### config.mk
export PLATFORM = sky130hd
export DESIGN_NAME = ts_seconds_extender
export DESIGN_NICKNAME = d
export VERILOG_FILES = /design/src/rtl/ts_ext_pkg.sv /design/src/rtl/ts_field_unpack.sv /design/src/rtl/ts_sec_splice.sv /design/src/rtl/ts_seconds_extender.sv
export SDC_FILE = /design/constraint.sdc
export NUM_CORES = 1
export LEC_CHECK = 0
export ABC_CLOCK_PERIOD_IN_PS = 3040
export BUFFER_PORTS_ARGS = -buffer_cell sky130_fd_sc_hd__buf_2
export CAP_MARGIN = 20
export CELL_PAD_IN_SITES_DETAIL_PLACEMENT = 1
export CELL_PAD_IN_SITES_GLOBAL_PLACEMENT = 2
export CORE_UTILIZATION = 27
export CTS_BUF_LIST = sky130_fd_sc_hd__clkbuf_4
export CTS_CLUSTER_DIAMETER = 60
export DETAILED_ROUTE_END_ITERATION = 16
export HOLD_SLACK_MARGIN = 0.03
export PLACE_DENSITY_LB_ADDON = 0.1
export SYNTH_ARGS = -nofsm -noshare
export SYNTH_HDL_FRONTEND = slang
export SYNTH_HIERARCHICAL = 1
export SYNTH_SLANG_ARGS = --single-unit
### constraint.sdc
create_clock -name clk -period 3.04 [get_ports clk]
set_input_delay 0.76 -clock clk [delete_from_list [all_inputs] [get_ports clk]]
set_output_delay 0.76 -clock clk [all_outputs]
set_load 0.005 [all_outputs]
### src/rtl/ts_ext_pkg.sv
package ts_ext_pkg;

    parameter int WORD_W = 32;
    parameter int SEC_W  = 48;
    parameter int NS_W   = 30;
    parameter int LO_W   = 2;
    parameter int HI_W   = 4;

    localparam int FIELD_W = LO_W + HI_W;
    localparam int WIDE_W  = SEC_W + 2;

    typedef struct packed {
        logic [NS_W-1:0]    ns;
        logic [FIELD_W-1:0] field;
    } ts_fields_t;

    typedef struct packed {
        logic [SEC_W-1:0] sec;
        logic [NS_W-1:0]  ns;
    } ts_full_t;

    function automatic logic field_wrapped(input logic [FIELD_W-1:0] field,
                                           input logic [SEC_W-1:0] live);
        return field[FIELD_W-1] && !live[FIELD_W-1];
    endfunction

endpackage

### src/rtl/ts_field_unpack.sv
module ts_field_unpack
    import ts_ext_pkg::*;
(
    input  logic [WORD_W-1:0] word_a,
    input  logic [WORD_W-1:0] word_b,
    output ts_fields_t        fields
);
    logic [LO_W-1:0] lo_part;
    logic [HI_W-1:0] hi_part;

    always_comb begin
        lo_part      = word_a[NS_W +: LO_W];
        hi_part      = word_b[HI_W-1:0];
        fields.ns    = word_a[NS_W-1:0];
        fields.field = {hi_part, lo_part};
    end
endmodule

### src/rtl/ts_sec_splice.sv
module ts_sec_splice
    import ts_ext_pkg::*;
(
    input  logic [FIELD_W-1:0] field,
    input  logic [SEC_W-1:0]   live,
    output logic [SEC_W-1:0]   sec
);
    localparam logic [WIDE_W-1:0] RANGE = WIDE_W'(1) << FIELD_W;

    logic [SEC_W-1:0]  base;
    logic [WIDE_W-1:0] sum;
    logic              wrap;

    always_comb begin
        base = {live[SEC_W-1:FIELD_W], {FIELD_W{1'b0}}};
        wrap = field_wrapped(field, live);
        sum  = {2'b00, base} + {{(WIDE_W-FIELD_W){1'b0}}, field};
        if (wrap)
            sum = sum - RANGE;
        if (sum[WIDE_W-1])
            sec = '0;
        else
            sec = sum[SEC_W-1:0];
    end
endmodule

### src/rtl/ts_seconds_extender.sv
module ts_seconds_extender
    import ts_ext_pkg::*;
(
    input  logic              clk,
    input  logic              rst,
    input  logic              in_vld,
    input  logic [WORD_W-1:0] in_word_a,
    input  logic [WORD_W-1:0] in_word_b,
    input  logic [SEC_W-1:0]  live_sec,
    output logic              out_vld,
    output logic [SEC_W-1:0]  out_sec,
    output logic [NS_W-1:0]   out_ns
);
    ts_fields_t       fields;
    logic [SEC_W-1:0] spliced;
    ts_full_t         result_q;
    logic             vld_q;

    ts_field_unpack u_unpack (
        .word_a (in_word_a),
        .word_b (in_word_b),
        .fields (fields)
    );

    ts_sec_splice u_splice (
        .field (fields.field),
        .live  (live_sec),
        .sec   (spliced)
    );

    always_ff @(posedge clk) begin
        if (rst) begin
            vld_q    <= 1'b0;
            result_q <= '0;
        end else begin
            vld_q <= in_vld;
            if (in_vld) begin
                result_q.sec <= spliced;
                result_q.ns  <= fields.ns;
            end
        end
    end

    assign out_vld = vld_q;
    assign out_sec = result_q.sec;
    assign out_ns  = result_q.ns;
endmodule

# Yosys cells after proc, flatten, opt, wreduce, memory -nomap -nowiden
# Index checks and enable logic that the tools add are counted.
classes:
  mux: 2
  add_sub_neg: 2
  n_reduce_logical: 2
op_table:
  columns: ["operator", "n"]
  rows:
  - ["$mux W50", 1]
  - ["$sub A50 B7 Y50 const B", 1]
  - ["$add A48 B6 Y49", 1]
  - ["$mux W48", 1]
  - ["$logic_and A1 B1 Y1", 1]
  - ["$logic_not A1 Y1", 1]
totals:
  in_bits: 115
  word_cells: 9
  out_inout_bits: 79
  reg_bits: 79

# Depth between registers and ports, before layout
# Gate-level depths: netlist of run 1.
logic_depth:
  depth_word: 4
  depth_mapped: 10
  depth_no_buf: 9

# By module
# Netlist of run 1, hierarchy kept.
modules_own_cells:
  columns: ["mod", "seq_area_each_um2", "area_each_um2", "instances", "cells_each"]
  rows:
  - ["ts_seconds_extender", 1581.5, 2777.7, 1, 254]
  - ["ts_sec_splice", 0.0, 1133.6, 1, 182]
  - ["ts_field_unpack", 0.0, 270.3, 1, 36]

# Worst setup path after synthesis of run 1
# No wires, ideal clock.
synth_timing:
  path_type: "input to register"
  startpoint: "in live_sec[16]"
  endpoint: "reg result_q, in the netlist out_sec[39]"
  path_buffers: 1
  required_time_ps: 2923
  t_arrival_ps: 2709
  path_stages: 8
  path_slack_ps: 214
  path_cell_list: "or4_1 > buf_2 > nor3_4 > nand4_2 > nor3_1 > mux2_2 > mux2i_1 > nor2_1"
synth_between:
  elab_chain_cells: 4
synth_rtl:
  columns: ["item", "line_no", "rtl"]
  rows:
  - ["start: declaration", "ts_seconds_extender.sv:9", "input logic [SEC_W-1:0] live_sec,"]
  - ["$add A48 B6 Y49 (*)", "ts_sec_splice.sv:17", "sum = {2'b00, base} + {{(WIDE_W-FIELD_W){1'b0}}, field};"]
  - ["$sub A50 B7 Y50", "ts_sec_splice.sv:19", "sum = sum - RANGE;"]
  - ["$mux W50 (*)", "ts_sec_splice.sv:18", "if (wrap)"]
  - ["$mux W48 (*)", "ts_sec_splice.sv:20", "if (sum[WIDE_W-1])"]
  - ["named net spliced[39]", "ts_seconds_extender.sv:15", "logic [SEC_W-1:0] spliced;"]
  - ["end: declaration", "ts_seconds_extender.sv:16", "ts_full_t result_q;"]
# Mark *: on every way through the listed nets, which the timed path passes. The rest lies on a longest branch.
# A chain may end at the register's enable or synchronous reset.

# Worst setup path after layout of run 1
layout_timing:
  startpoint: "in live_sec[38]"
  endpoint: "reg result_q, in the netlist out_sec[45]"
# Same word-level chain as after synthesis.

==> results of run 1 <==
[metal layers]
metal	vias to the layer above	part of all wire	wire [um]	global-route usage
li1	1824	-	-	-
met1	1715	0.45	5180	0.173
met2	97	0.47	5460	0.262
met3	11	0.064	741	0.0451
met4	0	0.016	190	0.0624
met5	-	0	0	0
[state kept, by name, indices dropped and copies added, names as in the netlist]
signal	flops
out_sec	48
out_ns	30
out_vld	1
[critical path, cell delays in order]
cell     delay [ps]
buf_2           130
or3_4           400
or3_1           370
or3_1           380
or4_1           520
a21oi_1         180
mux2i_1          90
nor2_1          100
[cell usage in the layout (no fill, tap or decap), types with 9 or more instances in the layout]
| cell type | netlist | layout |
|---|---|---|
| or4_1 | 10 | 10 |
| clkbuf_4 | 0 | 9 |
| xnor2_1 | 16 | 16 |
| mux2i_1 | 78 | 78 |
| a21oi_1 | 10 | 10 |
| nor3_1 | 10 | 10 |
| xor2_1 | 10 | 10 |
| dfxtp_1 | 79 | 79 |
| nor2_1 | 119 | 118 |
| buf_2 | 8 | 159 |
| buf_4 | 43 | 16 |
[where the power goes]
group	switching, uW	internal, uW	leakage, uW
clock	411	252	0.0000739
combinational	179	174	0.00174
sequential	29.1	1100	0.000653
total	619	1520	0.00246
[worst max path at each step]
stage          cells past startpoint  slack (ps)          end          from
3_3_place_gp                       9          60  out_sec[45]  live_sec[10]
5_1_grt                            9         390  out_sec[45]  live_sec[10]
6_report                           8         500  out_sec[45]  live_sec[38]
4_1_cts                            9         540  out_sec[40]  live_sec[14]
3_5_place_dp                       8          20  out_sec[39]  live_sec[14]
2_1_floorplan                      8         210  out_sec[39]  live_sec[16]
[area by class of cell]
type / instances / area (sq um) / share of cell area
diodes: 2 / 5.00 / 0.000980
repair buffers: 177 / 956 / 0.187
well taps: 188 / 235 / 0.0461
multi-input cells: 328 / 2170 / 0.426
flip-flops and latches: 79 / 1580 / 0.310
inverters: 4 / 15.0 / 0.00294
clock buffers: 9 / 67.6 / 0.0132
clock inverters: 7 / 72.6 / 0.0142
[kinds of logic (layout without fill, tap and decap cells)]
family	after synthesis	in the layout	share of synthesized area
compound gates	25	25	0.0356
xor+xnor	26	26	0.0545
fa+ha+maj	1	1	0.00299
buf+inv	65	197	0.104
flops	79	79	0.378
mux	81	81	0.195
other cells	0	2	0
simple gates	195	195	0.230
[stage by stage]
step           setup WS [ps]  power, uW  area (sq um)  cells  hold slack (ps)
2_1_floorplan            214       1370          4180    472              485
3_3_place_gp            58.4       1500          4960    776              466
3_5_place_dp            19.1       1510          4960    776              478
4_1_cts                  543       2200          5100    792              487
5_1_grt                  387       2280          5110    794              512
6_report                 500       2140          5110    794              505
==> results.tsv, run 1 <==
metric	value	unit
vias in the first global route	3893	
run status	complete, no violations	
row count	45	
count leader, synth	nor2_1	
Die Wd	126	um
DP Wirelength	8510	um
Worst setup SP type	input pin	
R2R depth	2	
r2r setup slk	2400	ps
top cell type's share of synthesized area	0.378	
DRC errors left	0	
setup bufs post-CTS	0	
Period minus WS final	2540	ps
Initial Utilization	0.276	
first-pass GRT wire length	19100	um
hold_buf cts	0	
crit share post-route	0.835	
Root Driver	clkbuf_4	
Max clock buf depth	2	
Worst R2R End	out_sec[21]	
P&R area growth vs syn	22.1	%
worst skew pair latency	440	ps
Total GRT Usage	0.151	
RSZ-0062 raised after global routing	false	
WS Path Type	in2reg	
Synth area leaders	dfxtp_1 38%, mux2i_1 19%, nor2_1 11%, buf_4 7.7%, xnor2_1 3.4%	
share of cells above drive strength 1	0.339	
Hold Crit Depth	2	
ANT nets after route	0	
final setup fails	0	
Leakage	0.00246	uW
CTS H-tree depth	3	
Critical R2R Launch	out_sec[21]	
Fillers	1855	
CTS Buf Count	9	
Layout Nets	715	
Initial DRC Count	92	
PwrDens	420	mW/mm^2
HP Start	out_sec[46]	
commonest cells in the netlist	119 x nor2_1, 79 x dfxtp_1, 78 x mux2i_1, 43 x buf_4, 16 x xnor2_1	
GPL Wtd Cong	0.740	
CTS tree	done	
Worst setup EP type	flop	
via count	3647	
worst path required time	3430	ps
clk sinks	79	
Worst EP arrival	2930	ps
sequential element share of the synthesized area	0.378	
Max-Cap Viols	0	
worst hold path class	reg2reg	
asr flop ratio synth	0	
Slew HR	0.625	
Post-Synthesis Net Count	588	
yosys warns	6	
worst vdd ir	0.199	mV
GR Overflow Total	0	
Reg clk slew, reported paths	140	ps
Post-synth top flop	dfxtp_1	
register bit total from synthesis	79	
Post-synth EDFFs	0	
Setup Skew	0	ps
Cell variety after synth	41	
Max Clk Rate	0.394	GHz
port bufs	160	
largest area contributor in the netlist	dfxtp_1	
Hold Path End	out_sec[46]	
Worst Tran Pin Value	563	ps
crit path max fanout	5	
largest net degree at the start of global routing	80	
core area	0.0151	sq mm
setup TNS	0	ps
DRT Wirelength	11600	um
Slew Viols, Final	0	
syn avg cell area	8.86	sq um
Synth Instances	472	
# resized after CTS	0	
routed length per instance	14.6	um
fin util	0.337	
io pins	194	
Final Hold Vio Count	0	
Die Area	0.0160	sq mm
vias per cell	4.59	
initial antenna violation count	1	
Synth Cell Area	0.00418	sq mm
Die Span Y	126	um
DR pass1 iterations	4	
(Power assumes the default switching activity.)
==> run 2, diff against run 1 <==
--- a/config.mk
+++ b/config.mk
@@ -5,12 +5,13 @@
 export SDC_FILE = /design/constraint.sdc
 export NUM_CORES = 1
 export LEC_CHECK = 0
-export ABC_CLOCK_PERIOD_IN_PS = 3040
+export ABC_AREA = 1
+export ABC_CLOCK_PERIOD_IN_PS = 2600
 export BUFFER_PORTS_ARGS = -buffer_cell sky130_fd_sc_hd__buf_2
 export CAP_MARGIN = 20
 export CELL_PAD_IN_SITES_DETAIL_PLACEMENT = 1
 export CELL_PAD_IN_SITES_GLOBAL_PLACEMENT = 2
-export CORE_UTILIZATION = 27
+export CORE_UTILIZATION = 25
 export CTS_BUF_LIST = sky130_fd_sc_hd__clkbuf_4
 export CTS_CLUSTER_DIAMETER = 60
 export DETAILED_ROUTE_END_ITERATION = 16
==> constraint.sdc (replaced) <==
create_clock -name clk -period 2.6 [get_ports clk]
set_input_delay 0.65 -clock clk [delete_from_list [all_inputs] [get_ports clk]]
set_output_delay 0.65 -clock clk [all_outputs]
set_load 0.005 [all_outputs]
==> run 2 against run 1 <==
Compared with the run above:
- hold slack worse by 140 ps
- synthesized area is 22% higher
- core utilization fell by 2.9 points
- cell count increased by 61%
- non-clock buffer count shrank 7
- critical path depth up 6
- combinational power increased by 53%
- first-iteration DRC count rose by 35%
- clock skew stayed put
- total power increased by 28%
==> results.tsv, run 2 <==
metric	value	unit	change
worst path required time	2960	ps	-470 ps
Initial DRC Count	124		+35%
Die Area	0.0210	sq mm	+32%
# resized after CTS	0		unchanged
ANT nets after route	0		unchanged
CTS tree	done		
vias per cell	4.07		-11%
via count	5210		+43%
worst vdd ir	0.236	mV	+19%
RSZ-0062 raised after global routing	false		
most frequent cells in the layout	267 x nand2_1, 257 x nor2_1, 159 x buf_2		
Compound-Gate Fraction of Synth Area	0.0269		-0.00871
setup bufs post-CTS	0		unchanged
count leader, synth	nand2_1		
crit share post-route	0.774		
Max clock buf depth	2		unchanged
commonest cells in the netlist	267 x nand2_1, 257 x nor2_1, 133 x inv_1, 79 x dfxtp_1, 40 x buf_4		
asr flop ratio synth	0		unchanged
Post-Synth Adder-Cell Area	0.00245		-0.000547
Setup Skew	0	ps	unchanged
worst skew pair latency	440	ps	about the same
DP Wirelength	12400	um	+46%
yosys warns	6		unchanged
Leakage	0.00362	uW	+47%
top cell type's share of synthesized area	0.309		-0.0691
worst hold path class	in2reg		
Layout Nets	1126		+57%
Synth Instances	893		+89%
syn avg cell area	5.73	sq um	-35%
DRC errors left	0		unchanged
core area	0.0198	sq mm	+31%
crit path max fanout	8		+3
Worst setup SP type	input pin		
largest family of logic cells by synthesized area	simple AND/OR/NAND/NOR gates		
run status	complete, no violations		
Max Clk Rate	0.497	GHz	
row count	51		+13%
Cell variety after synth	31		-24%
Largest register FFs	48		unchanged
Synth Area in XOR/XNOR	0.0171		-0.0373
Worst EP arrival	2370	ps	-560 ps
DR pass1 iterations	4		unchanged
WS Path Type	in2reg		
port bufs	160		unchanged
Die Wd	145	um	+15%
Post-synth EDFFs	0		unchanged
Worst setup EP type	flop		
Period minus WS final	2010	ps	
first-pass GRT wire length	25600	um	+35%
Slew Viols, Final	0		unchanged
Power, Total	2740	uW	+28%
final setup fails	0		unchanged
Reg clk slew, reported paths	140	ps	about the same
largest net degree at the start of global routing	79		-1.3%
Worst Tran Pin Value	372	ps	-191 ps
sequential element share of the synthesized area	0.309		-0.0691
Slew HR	0.752		+0.127
Die Span Y	145	um	+15%
GPL Wtd Cong	0.801		+8.2%
initial antenna violation count	1		unchanged
area share of and/or/nand/nor cells after synthesis	0.461		+0.230
dpl cells	1264		+63%
Post-synth top flop	dfxtp_1		
Post-Synthesis Net Count	1009		+72%
routed length per instance	12.2	um	-16%
CTS H-tree depth	3		unchanged
fin util	0.308		-0.0287
DRT Wirelength	15700	um	+35%
Root Driver	clkbuf_4		
setup ws final	588	ps	+87.5 ps
P&R area growth vs syn	19.2	%	
CTS Buf Count	9		unchanged
Synth Cell Area	0.00512	sq mm	+22%
GR Overflow Total	0		unchanged
fin cells	1281		+61%
Synth area leaders	dfxtp_1 31%, nand2_1 20%, nor2_1 19%, inv_1 9.8%, buf_4 5.9%		
hold_buf cts	0		unchanged
Max-Cap Viols	0		unchanged
setup TNS	0	ps	unchanged
share of cells above drive strength 1	0.212		-0.128
Total GRT Usage	0.153		+0.00225
io pins	194		unchanged
PwrDens	449	mW/mm^2	+7.0%
post-synthesis mux area share	0		-0.195
dpl ws	53.1	ps	+34.0 ps
most common cell after layout, fill and taps aside	nand2_1		
vias in the first global route	5086		+31%
register bit total from synthesis	79		unchanged
clk sinks	79		unchanged
Initial Utilization	0.259		-0.0175
Final Hold Vio Count	0		unchanged
largest area contributor in the netlist	dfxtp_1		
-- run 2: cell types whose count changed in the layout (fill, tap and decap cells not counted), moves of 9 or more --
cell,change
inv_1,+129
or4_1,-10
nor2_2,+9
nor2_1,+139
xnor2_1,-14
mux2i_1,-78
nand2_1,+263
nor3_1,-9
nand3_1,+20
-- run 2: metrics by stage --
stage | area (sq um) | hold slack, ps
after global routing | 6100 | 301
after global placement | 5930 | 454
after detailed placement | 5930 | 463
after floorplan | 5120 | 466
after CTS | 6100 | 305
final | 6100 | 363
-- run 2: report_power, final --
part	switching [uW]	internal, uW
Combinational	314	225
Sequential	38.1	1300
Clock	460	407
-- run 2: cell families (layout without fill, tap and decap cells) --
| family | after synthesis | after routing |
|---|---|---|
| buffers and inverters | 199 | 321 |
| AO/OA/AOI/OAI | 23 | 23 |
| AND/OR/NAND/NOR | 581 | 581 |
| XOR/XNOR | 10 | 10 |
| other | 0 | 1 |
| adder cells (fa/ha/maj) | 1 | 1 |
| flip-flops | 79 | 79 |
-- run 2: cell type report --
| cell class | count | area, sq um |
|---|---|---|
| fillers | 2705 | 13700 |
| multi-input cells | 615 | 2590 |
| flip-flops and latches | 79 | 1580 |
| repair buffers | 170 | 916 |
| inverters | 135 | 507 |
| well taps | 265 | 332 |
| clock inverters | 6 | 93.8 |
| clock buffers | 10 | 75.1 |
| diodes | 1 | 2.50 |
-- run 2: per-layer routing --
metal | vias to the layer above | global-route usage | routed length (um) | share of wire
met5 | - | 0 | 0 | 0
met4 | 0 | 0.0432 | 224 | 0.014
met3 | 14 | 0.0330 | 730 | 0.047
met2 | 93 | 0.275 | 7610 | 0.49
met1 | 2304 | 0.183 | 7090 | 0.45
li1 | 2799 | - | - | -
-- run 2: path summary, 6_finish.rpt --
kind / startpoint / end / slack, ps / depth (start not counted)
worst min-delay path: rst / out_vld / 360 / 2
worst min register to register: out_ns[17] / out_ns[17] / 480 / 2
worst max register to register: out_sec[42] / out_sec[42] / 2030 / 2
worst max-delay path: live_sec[6] / out_sec[44] / 590 / 14
-- run 2: worst max-delay path, stage by stage --
cell,delay (ps)
buf_2,110
inv_1,110
ha_1,160
nand3_1,160
nor2_2,310
nand2_1,170
nor2_1,270
nand3_1,120
nand2_1,80
nor2_1,50
inv_1,50
nand2_1,40
nand2_1,60
nor2_1,40
